--- config.mk ---
export PLATFORM = sky130hd
export DESIGN_NAME = usb_pid_tok_dec
export DESIGN_NICKNAME = d
export VERILOG_FILES = /design/src/rtl/usb_pd_pkg.sv /design/src/rtl/usb_pd_pid_class.sv /design/src/rtl/usb_pd_crc5_chk.sv /design/src/rtl/usb_pd_pay_pipe.sv /design/src/rtl/usb_pid_tok_dec.sv
export SDC_FILE = /design/constraint.sdc
export NUM_CORES = 1
export LEC_CHECK = 0
export ABC_AREA = 1
export BUFFER_PORTS_ARGS = -buffer_cell sky130_fd_sc_hd__buf_2
export CORE_MARGIN = 3
export CORE_UTILIZATION = 40
export CTS_CLUSTER_SIZE = 14
export DETAILED_ROUTE_END_ITERATION = 7
export HOLD_SLACK_MARGIN = 0.05
export REMOVE_ABC_BUFFERS = 1
export SLEW_MARGIN = 0
export SYNTH_ARGS = -nofsm -noshare
export SYNTH_HDL_FRONTEND = slang
export SYNTH_SLANG_ARGS = --single-unit
export TNS_END_PERCENT = 10
--- constraint.sdc ---
create_clock -name clk -period 2.7 [get_ports clk]
set_input_delay 0.405 -clock clk [delete_from_list [all_inputs] [get_ports clk]]
set_output_delay 0.405 -clock clk [all_outputs]
set_load 0.02 [all_outputs]
--- src/rtl/usb_pd_pkg.sv ---
package usb_pd_pkg;

   typedef enum logic [1:0] {
      PC_TOKEN,
      PC_DATA,
      PC_UNSUP,
      PC_BAD
   } pid_class_e;

   typedef enum logic [2:0] {
      ST_IDLE,
      ST_TOK0,
      ST_TOK1,
      ST_TOKEND,
      ST_DATA,
      ST_DROP
   } dec_state_e;

   localparam logic [3:0] PID_OUT   = 4'b0001;
   localparam logic [3:0] PID_IN    = 4'b1001;
   localparam logic [3:0] PID_SOF   = 4'b0101;
   localparam logic [3:0] PID_SETUP = 4'b1101;
   localparam logic [3:0] PID_DATA0 = 4'b0011;
   localparam logic [3:0] PID_DATA1 = 4'b1011;
   localparam logic [3:0] PID_DATA2 = 4'b0111;
   localparam logic [3:0] PID_MDATA = 4'b1111;

   localparam logic [4:0] CRC5_POLY    = 5'b00101;
   localparam logic [4:0] CRC5_RESIDUE = 5'b01100;

endpackage

--- src/rtl/usb_pd_pid_class.sv ---
module usb_pd_pid_class
   import usb_pd_pkg::*;
(
   input  logic [7:0] pid_byte,
   output pid_class_e pid_cls,
   output logic       pid_is_sof
);

   logic [3:0] low_n;
   logic       cmp_ok;

   assign low_n      = pid_byte[3:0];
   assign cmp_ok     = (pid_byte[7:4] == ~low_n);
   assign pid_is_sof = (low_n == PID_SOF);

   always_comb begin
      if (!cmp_ok) begin
         pid_cls = PC_BAD;
      end else begin
         unique case (low_n)
            PID_OUT, PID_IN, PID_SOF, PID_SETUP:     pid_cls = PC_TOKEN;
            PID_DATA0, PID_DATA1, PID_DATA2, PID_MDATA: pid_cls = PC_DATA;
            default:                                 pid_cls = PC_UNSUP;
         endcase
      end
   end

endmodule

--- src/rtl/usb_pd_crc5_chk.sv ---
module usb_pd_crc5_chk
   import usb_pd_pkg::*;
#(
   parameter int FIELD_BITS = 16
) (
   input  logic [FIELD_BITS-1:0] bits_lsb_first,
   output logic                  crc_ok
);

   initial begin
      if (FIELD_BITS < 6) $error("usb_pd_crc5_chk: FIELD_BITS must cover the CRC");
   end

   logic [4:0] chain [0:FIELD_BITS];

   assign chain[0] = 5'b11111;

   for (genvar g = 0; g < FIELD_BITS; g++) begin : g_step
      logic fb;
      assign fb = chain[g][4] ^ bits_lsb_first[g];
      assign chain[g+1] = {chain[g][3:0], 1'b0} ^ (fb ? CRC5_POLY : 5'b00000);
   end

   assign crc_ok = (chain[FIELD_BITS] == CRC5_RESIDUE);

endmodule

--- src/rtl/usb_pd_pay_pipe.sv ---
module usb_pd_pay_pipe #(
   parameter int HOLD    = 2,
   parameter int MAX_PAY = 1024
) (
   input  logic       clk,
   input  logic       rst_n,
   input  logic       clr,
   input  logic       push,
   input  logic [7:0] din,
   output logic       pay_valid,
   output logic [7:0] pay_data,
   output logic       ovf
);

   localparam int CW = $clog2(MAX_PAY + 1);

   initial begin
      if (MAX_PAY < 1) $error("usb_pd_pay_pipe: MAX_PAY must be positive");
      if (HOLD < 0)    $error("usb_pd_pay_pipe: HOLD must not be negative");
   end

   logic          emit;
   logic [7:0]    edata;
   logic [CW-1:0] sent;
   logic          room;

   assign room = (sent < CW'(MAX_PAY));

   if (HOLD == 0) begin : g_pass
      assign emit  = push;
      assign edata = din;
   end else begin : g_hold
      localparam int FW = $clog2(HOLD + 1);
      logic [7:0]    sh [HOLD];
      logic [FW-1:0] fill;
      logic          full;

      assign full  = (fill == FW'(HOLD));
      assign emit  = push & full;
      assign edata = sh[HOLD-1];

      always_ff @(posedge clk) begin
         if (!rst_n || clr) begin
            fill <= '0;
         end else if (push && !full) begin
            fill <= fill + 1'b1;
         end
      end

      always_ff @(posedge clk) begin
         if (push) begin
            sh[0] <= din;
            for (int k = 1; k < HOLD; k++) sh[k] <= sh[k-1];
         end
      end
   end

   always_ff @(posedge clk) begin
      if (!rst_n) begin
         pay_valid <= 1'b0;
         pay_data  <= '0;
         sent      <= '0;
         ovf       <= 1'b0;
      end else begin
         pay_valid <= 1'b0;
         if (clr) begin
            sent <= '0;
            ovf  <= 1'b0;
         end else if (emit) begin
            if (room) begin
               sent      <= sent + 1'b1;
               pay_valid <= 1'b1;
               pay_data  <= edata;
            end else begin
               ovf <= 1'b1;
            end
         end
      end
   end

endmodule

--- src/rtl/usb_pid_tok_dec.sv ---
module usb_pid_tok_dec
   import usb_pd_pkg::*;
#(
   parameter int MAX_PAY    = 1024,
   parameter bit KEEP_CRC16 = 1'b0
) (
   input  logic        clk,
   input  logic        rst_n,
   input  logic [7:0]  rx_data,
   input  logic        rx_valid,
   input  logic        rx_active,
   output logic        tok_ready,
   output logic [3:0]  tok_pid,
   output logic [6:0]  tok_addr,
   output logic [3:0]  tok_endp,
   output logic [10:0] frame_no,
   output logic        err_pulse,
   output logic        dat_start,
   output logic        dat_end,
   output logic        pay_valid,
   output logic [7:0]  pay_data
);

   localparam int CRC16_BYTES = 2;
   localparam int HOLD        = KEEP_CRC16 ? 0 : CRC16_BYTES;

   initial begin
      if (MAX_PAY > 1024) $error("usb_pid_tok_dec: MAX_PAY above the bus limit");
   end

   dec_state_e st;
   pid_class_e cls;
   logic       is_sof;
   logic       take;
   logic       crc_ok;
   logic       sof_q;
   logic [3:0] pid_q;
   logic [7:0] b0_q;
   logic [1:0] seen;
   logic       pipe_clr;
   logic       pipe_push;
   logic       ovf;

   assign take = rx_active & rx_valid;

   usb_pd_pid_class i_cls (
      .pid_byte   (rx_data),
      .pid_cls    (cls),
      .pid_is_sof (is_sof)
   );

   usb_pd_crc5_chk #(.FIELD_BITS(16)) i_crc (
      .bits_lsb_first ({rx_data, b0_q}),
      .crc_ok         (crc_ok)
   );

   assign pipe_clr  = (st == ST_IDLE) && take && (cls == PC_DATA);
   assign pipe_push = (st == ST_DATA) && take;

   usb_pd_pay_pipe #(.HOLD(HOLD), .MAX_PAY(MAX_PAY)) i_pipe (
      .clk       (clk),
      .rst_n     (rst_n),
      .clr       (pipe_clr),
      .push      (pipe_push),
      .din       (rx_data),
      .pay_valid (pay_valid),
      .pay_data  (pay_data),
      .ovf       (ovf)
   );

   always_ff @(posedge clk) begin
      if (!rst_n) begin
         st        <= ST_IDLE;
         tok_ready <= 1'b0;
         err_pulse <= 1'b0;
         dat_start <= 1'b0;
         dat_end   <= 1'b0;
         tok_pid   <= '0;
         tok_addr  <= '0;
         tok_endp  <= '0;
         frame_no  <= '0;
         sof_q     <= 1'b0;
         pid_q     <= '0;
         b0_q      <= '0;
         seen      <= '0;
      end else begin
         tok_ready <= 1'b0;
         err_pulse <= 1'b0;
         dat_start <= 1'b0;
         dat_end   <= 1'b0;
         unique case (st)
            ST_IDLE: begin
               if (take) begin
                  unique case (cls)
                     PC_TOKEN: begin
                        pid_q <= rx_data[3:0];
                        sof_q <= is_sof;
                        st    <= ST_TOK0;
                     end
                     PC_DATA: begin
                        dat_start <= 1'b1;
                        seen      <= '0;
                        st        <= ST_DATA;
                     end
                     default: begin
                        err_pulse <= 1'b1;
                        st        <= ST_DROP;
                     end
                  endcase
               end
            end
            ST_TOK0: begin
               if (!rx_active) begin
                  err_pulse <= 1'b1;
                  st        <= ST_IDLE;
               end else if (rx_valid) begin
                  b0_q <= rx_data;
                  st   <= ST_TOK1;
               end
            end
            ST_TOK1: begin
               if (!rx_active) begin
                  err_pulse <= 1'b1;
                  st        <= ST_IDLE;
               end else if (rx_valid) begin
                  if (crc_ok) begin
                     tok_ready <= 1'b1;
                     tok_pid   <= pid_q;
                     if (sof_q) begin
                        frame_no <= {rx_data[2:0], b0_q};
                     end else begin
                        tok_addr <= b0_q[6:0];
                        tok_endp <= {rx_data[2:0], b0_q[7]};
                     end
                  end else begin
                     err_pulse <= 1'b1;
                  end
                  st <= ST_TOKEND;
               end
            end
            ST_DATA: begin
               if (!rx_active) begin
                  dat_end <= 1'b1;
                  if (ovf || (seen < 2'(CRC16_BYTES))) err_pulse <= 1'b1;
                  st <= ST_IDLE;
               end else if (rx_valid && (seen != 2'd2)) begin
                  seen <= seen + 1'b1;
               end
            end
            default: begin
               if (!rx_active) st <= ST_IDLE;
            end
         endcase
      end
   end

endmodule

Yosys cells after proc, flatten, opt, wreduce, memory -nomap -nowiden

Memories as Yosys holds them, arrays and structs flattened. A register that Yosys moved wholly into a read port is not among the register bits.
Index checks and enable logic that the tools add are counted.

Output and inout bits: 39
Bits of input ports: 12
Bits in registers: 63
Memories kept: 2
Logic and storage cells: 152
Memory bits (read-only): 32
RAM bits: 16

Memory list:

| memory           | depth | width | rd ports | clocked after Yosys merged registers in | write ports | RTL line               | text |
|---|---|---|---|---|---|---|---|
| (no name shown)  | 16    | 2     | 1        | 0                                       | 0           | usb_pd_pid_class.sv:20 | `unique case (low_n)` |
| i_pipe.g_hold.sh | 2     | 8     | 2        | 1                                       | 2           | usb_pd_pay_pipe.sv:34  | `logic [7:0] sh [HOLD];` |

Order comparisons: 2
Equal/unequal tests: 16
Add/sub/neg operators: 3
Reduce and logical (&&, ||, !) cells: 29
Bitwise logic cells: 39
Mux-type cells: 44

Operators by type and width:

| operator                                                              | number |
|---|---|
| 5-bit bitwise XOR                                                     | 15 |
| 3-bit two-way mux                                                     | 22 |
| 5-bit AND reduction                                                   | 3 |
| 1-bit bitwise XOR                                                     | 15 |
| 1-bit two-way mux                                                     | 13 |
| 3-bit AND reduction                                                   | 4 |
| 4-bit AND reduction                                                   | 3 |
| 11-bit by 1-bit adder with 11-bit output, second input constant       | 1 |
| 11-bit less-than comparator, second input constant                    | 1 |
| 2-bit two-way mux                                                     | 5 |
| 3-bit case mux with 3 select lines                                    | 1 |
| 4-bit inverter                                                        | 2 |
| 2-bit != test, second input constant                                  | 3 |
| 3-bit != test, second input constant                                  | 2 |
| 3-bit case mux with 2 select lines                                    | 1 |
| 2-bit AND reduction                                                   | 3 |
| 5-bit by 4-bit equality test with 1-bit output, second input constant | 1 |
| 1-bit logical AND                                                     | 5 |
| 1-bit inverter                                                        | 5 |
| 2-bit by 1-bit adder with 2-bit output, second input constant         | 2 |
| 4-bit by 3-bit equality test with 1-bit output, second input constant | 1 |
| 4-bit equality test                                                   | 1 |
| 2-bit by 1-bit != test with 1-bit output, second input constant       | 2 |
| 4-bit by 1-bit != test with 1-bit output, second input constant       | 1 |
| 16 further kinds                                                      | 21 |

Logic depth before layout (Yosys ltp)

Depth in word-level cells: 52
Mapped depth: 18
Mapped depth without buffers: 17

Hierarchy

From an unflattened synthesis, not the netlist that was laid out.

Cells, all modules: 555
Area, all modules: 4033.9 µm²

By module, submodules not included:

| module           | area each (µm²) | times used | sequential area each (µm²) | cells each |
|---|---|---|---|---|
| usb_pid_tok_dec  | 1955.6          | 1          | 960.9                      | 265 |
| usb_pd_pay_pipe  | 1490.2          | 1          | 940.9                      | 156 |
| usb_pd_crc5_chk  | 483.0           | 1          | 0.0                        | 108 |
| usb_pd_pid_class | 105.1           | 1          | 0.0                        | 26 |

Least setup slack after synthesis

Ideal clock, no wire load.

Path kind: flip-flop to flip-flop
Start point: register st[0]
End point: register i_pipe.sent[8]
Path buffers: 0
Library setup time: 64 ps
Required time: 2636 ps
Arrival: 1869 ps
Clock period less this slack: 1933 ps
Slack: 767 ps
Cell stages (with the launch flop): 13
Path through: dfxtp_1 nor2_1 nand2_1 nor2_4 nand2_2 nor2_4 nand3_1 nor2_1 nand3_1 nor2_1 xor2_1 inv_1 nor2_1

Word-level cells in the longest chain between the ends: 4
Elaborated cells between the ends (all ways): 8
Classes of those cells: eq/ne: 1; bitwise: 1; reduce/logical: 6

Ends and longest elaborated chain:

| what                                 | RTL line               | text |
|---|---|---|
| start: declaration                   | usb_pid_tok_dec.sv:31  | `dec_state_e st;` |
| start signal: assignment             | usb_pid_tok_dec.sv:73  | `st <= ST_IDLE;` |
| start signal: assignment             | usb_pid_tok_dec.sv:98  | `st <= ST_TOK0;` |
| start signal: assignment             | usb_pid_tok_dec.sv:103 | `st <= ST_DATA;` |
| 3-bit equality test                  | usb_pid_tok_dec.sv:58  | `assign pipe_push = (st == ST_DATA) && take;` |
| 1-bit logical AND                    | usb_pid_tok_dec.sv:58  |  |
| named net i_pipe.push                | usb_pd_pay_pipe.sv:8   | `input logic push,` |
| 1-bit AND                            | usb_pd_pay_pipe.sv:39  | `assign emit = push & full;` |
| 2-bit AND reduction (no source line) | -                      |  |
| end signal: assignment               | usb_pd_pay_pipe.sv:71  | `sent <= sent + 1'b1;` |
| end: declaration                     | usb_pd_pay_pipe.sv:24  | `logic [CW-1:0] sent;` |

The timed path passes the listed nets, and every way through them passes these cells.
A chain may end at the register's enable or synchronous reset.

Worst setup path after layout

Start point: register b0_q[0]
End point: register frame_no[6]

Word-level cells in the longest chain between the ends: 29
Elaborated cells between the ends (all ways): 41
Classes of those cells: eq/ne: 1; mux: 12; bitwise: 27; reduce/logical: 1

Ends and longest elaborated chain:

| what                                               | RTL line               | text |
|---|---|---|
| start: declaration                                 | usb_pid_tok_dec.sv:38  | `logic [7:0] b0_q;` |
| start signal: assignment                           | usb_pid_tok_dec.sv:117 | `b0_q <= rx_data;` |
| 3-bit two-way mux (*)                              | usb_pd_crc5_chk.sv:21  | `assign chain[g+1] = {chain[g][3:0], 1'b0} ^ (fb ? CRC5_POLY : 5'b00000);` |
| 4-bit inverter (no source line)                    | -                      |  |
| 5-bit bitwise XOR (*) (2 in a row)                 | usb_pd_crc5_chk.sv:21  |  |
| 1-bit bitwise XOR                                  | usb_pd_crc5_chk.sv:20  | `assign fb = chain[g][4] ^ bits_lsb_first[g];` |
| 3-bit two-way mux                                  | usb_pd_crc5_chk.sv:21  |  |
| 5-bit bitwise XOR (*) (3 in a row)                 | usb_pd_crc5_chk.sv:21  |  |
| 1-bit bitwise XOR                                  | usb_pd_crc5_chk.sv:20  |  |
| 3-bit two-way mux                                  | usb_pd_crc5_chk.sv:21  |  |
| [... 8 more ...]                                   | -                      |  |
| 1-bit bitwise XOR                                  | usb_pd_crc5_chk.sv:20  |  |
| 3-bit two-way mux                                  | usb_pd_crc5_chk.sv:21  |  |
| 5-bit bitwise XOR (*) (3 in a row)                 | usb_pd_crc5_chk.sv:21  |  |
| 1-bit bitwise XOR                                  | usb_pd_crc5_chk.sv:20  |  |
| 3-bit two-way mux                                  | usb_pd_crc5_chk.sv:21  |  |
| 5-bit bitwise XOR (*)                              | usb_pd_crc5_chk.sv:21  |  |
| 5-bit by 4-bit equality test with 1-bit output (*) | usb_pd_crc5_chk.sv:24  | `assign crc_ok = (chain[FIELD_BITS] == CRC5_RESIDUE);` |
| 5-bit AND reduction (no source line) (*)           | -                      |  |
| end signal: assignment                             | usb_pid_tok_dec.sv:130 | `frame_no <= {rx_data[2:0], b0_q};` |
| end: declaration                                   | usb_pid_tok_dec.sv:16  | `output logic [10:0] frame_no,` |

Every way passes the cells marked *; elsewhere a longest branch is shown, timed or not.

==> flow_summary.json <==
{
  "status": "complete, no violations",
  "synthTopCellsByArea": "dfxtp_1 (37%), edfxtp_1 (13%), nand2_1 (13%)",
  "synth_flop_cell": "dfxtp_1",
  "gp_congestion": 0.8651,
  "power_density_nw_per_um2": 586.8,
  "cts_setup_buffers": 0,
  "worst_pin_slew_ns": 0.4955,
  "arrival_ns": 2.44,
  "grtUsageTotal_pct": 14.90,
  "maxCapViolCount": 0,
  "hold_class": "primary input to flop",
  "row_count": 34,
  "grt_max_degree": 37,
  "cts_hold_buf": 0,
  "crit_family": "simple AND/OR/NAND/NOR gates",
  "design.die.area_um2": 10680,
  "nets": 575,
  "fin_skew_ns": 0.01385,
  "routed_via_density": 4.509,
  "area_delta_synth_final_pct": 14.46,
  "p_leak_nw": 2.088,
  "routed_wl_mm": 7.555,
  "yosysTopAreaCell": "dfxtp_1",
  "fill_cells": 907,
  "cts_resized": 0,
  "crit_required_ns": 2.94,
  "hpwl_mm": 5.463,
  "dr.first_iter.drc_count": 113,
  "path_common_cell": "nand2_1",
  "boundaryPins": 51,
  "fin_util_pct": 48.34,
  "cp.buffers_inverters": 2,
  "portBuffers": 50,
  "synthTopCellsByCount": "nand2_1 (128), nor2_1 (93), dfxtp_1 (71)",
  "ys_seq_area_share_pct": 50.17,
  "clk_latency_ns": 0.35,
  "dr.pass1.iters": 5,
  "die_h_um": 103.4,
  "synth.avg_cell_area_um2": 7.405,
  "max_freq_mhz": 454.1,
  "setup_violations": 0,
  "clock_sinks": 87,
  "multi_input_area_um2": 1555,
  "finalMaxSlewViolations": 0,
  "cts_root_buf": "clkbuf_8",
  "timing.final.crit_share_pct": 81.56,
  "cts_buffer_depth": 2,
  "cp_max_fo": 22,
  "yosysUniqueCellTypes": 31,
  "final-hold-violation-count": 0,
  "path_cells": "inv_2 -> nand2_1 -> nand2_1 -> nand2_1 -> nand2_1 -> nand2_2 -> nand2_2 -> inv_1 -> nand2_1 -> nand2_1 -> nand3_2 -> nor2_4 -> nand3_2 -> nor2_1 -> nor2_1",
  "register_area_um2": 1902,
  "via_count": 3116,
  "drc_errors": 0,
  "start_util_pct": 42.24,
  "antenna_cells": 0,
  "rsz0062_at_grt": "no",
  "synth_edf_count": 16,
  "wl_per_cell_um": 10.93,
  "ys_warn_count": 0,
  "setup_tns_ns": 0,
  "cts_buffers": 9,
  "yosys_register_bits": 87,
  "syn-cell-area_um2": 3791,
  "worstSetupEndpointType": "flop",
  "htreeDepth": 3,
  "grt_pass1_vias": 2815,
  "drive_above_1_share_pct": 16.11,
  "synth_top_area_share_pct": 37.49,
  "layout_min_cycle_time_ns": 2.202,
  "synth_most_common_cell": "nand2_1",
  "vdd_drop_max_uv": 238.9,
  "crit_type": "flop to flop",
  "coreArea_um2": 8976,
  "max_stage_delay_ns": 0.46,
  "cp-start-kind": "flop",
  "cp_slowest_cell": "dfxtp_1",
  "antenna_found_initial": 0,
  "drtAntennaViolNets": 0,
  "synthesis.instances": 512,
  "overflow": 0,
  "grt_first_pass_wirelength_mm": 12.56,
  "die_x_um": 103.4,
  "clk_pin_slew_ns": 0.08,
  "relSlewSlack_pct": 66.89,
  "postSynth.asyncResetShare_pct": 0,
  "cts_tree": "built"
}
-- report_power, final --
group / switching [W] / leakage [nW] / internal (W)
logic: 0.000190 / 1.27 / 0.0000897
registers: 0.0000195 / 0.717 / 0.00134
clock network: 0.000446 / 0.0968 / 0.000457
total: 0.000656 / 2.09 / 0.00189
-- stage by stage --
step / cell area, um^2 / std cells / setup slack, ns / hold slack, ns / total power [W]
global placement: 4139 / 675 / 0.4304 / 0.4043 / 0.001669
detailed placement: 4139 / 675 / 0.4385 / 0.4045 / 0.001674
CTS: 4339 / 691 / 0.4674 / 0.3061 / 0.002578
finish: 4339 / 691 / 0.4978 / 0.3134 / 0.002546
global route: 4339 / 691 / 0.1542 / 0.3039 / 0.002678
floorplan: 3709 / 496 / 0.6267 / 0.4003 / 0.001593
-- flip-flops by register name (all words and copies together) (netlist names) --
register,flops
i_pipe.g_hold.sh,16
frame_no,11
i_pipe.sent,11
b0_q,8
i_pipe.pay_data,8
tok_addr,7
pid_q,4
tok_endp,4
tok_pid,4
st,3
i_pipe.g_hold.fill,2
seen,2
dat_end,1
dat_start,1
err_pulse,1
i_pipe.ovf,1
i_pipe.pay_valid,1
sof_q,1
tok_ready,1
-- cell usage in the layout, fill, tap and decap left out, types with 4 or more instances in the layout --
cell type / netlist / layout
clkbuf_8: 0 / 10
a21oi_1: 26 / 26
inv_1: 63 / 63
or2_2: 4 / 4
edfxtp_1: 16 / 16
inv_2: 4 / 4
nor2_1: 93 / 93
buf_2: 6 / 50
o21ai_0: 25 / 25
nand3_1: 26 / 26
nand2_1: 128 / 128
dfxtp_1: 71 / 71
nand2_2: 7 / 7
-- metal layers --
| metal | vias up | share of wire (%) | GRT usage, % |
|---|---|---|---|
| met4 | 0 | 0.50 | 4.183 |
| met2 | 42 | 47 | 25.15 |
| met1 | 1378 | 49 | 19.04 |
| li1 | 1694 | - | - |
| met5 | - | 0 | 0 |
| met3 | 2 | 3.1 | 3.555 |
-- final cells by class --
| cell class | count | share of cell area, % |
|---|---|---|
| flip-flops and latches | 87 | 43.83 |
| multi-input cells | 342 | 35.84 |
| repair buffers | 53 | 6.286 |
| inverters | 67 | 5.796 |
| well taps | 126 | 3.633 |
| clock buffers | 12 | 3.345 |
| clock inverters | 4 | 1.269 |
-- path summary, 6_finish.rpt --
check | startpoint | end | slack, ns | cells past startpoint
max | b0_q[0] | frame_no[6] | 0.50 | 15
max reg2reg | b0_q[0] | frame_no[6] | 0.50 | 15
min reg2reg | i_pipe.g_hold.sh[0][2] | i_pipe.g_hold.sh[1][2] | 0.42 | 0
min | rx_data[4] | i_pipe.g_hold.sh[0][4] | 0.31 | 1
-- logic make-up (layout without fill, tap and decap cells) --
| kind of cell | after synthesis | count (layout) | share of synthesized area (%) |
|---|---|---|---|
| AO/OA/AOI/OAI | 60 | 60 | 8.415 |
| adder cells (fa/ha/maj) | 3 | 3 | 0.9902 |
| AND/OR/NAND/NOR | 277 | 277 | 31.15 |
| XOR/XNOR | 2 | 2 | 0.4621 |
| flip-flops | 87 | 87 | 50.16 |
| buffers and inverters | 83 | 136 | 8.812 |
(Power assumes the default switching activity.)
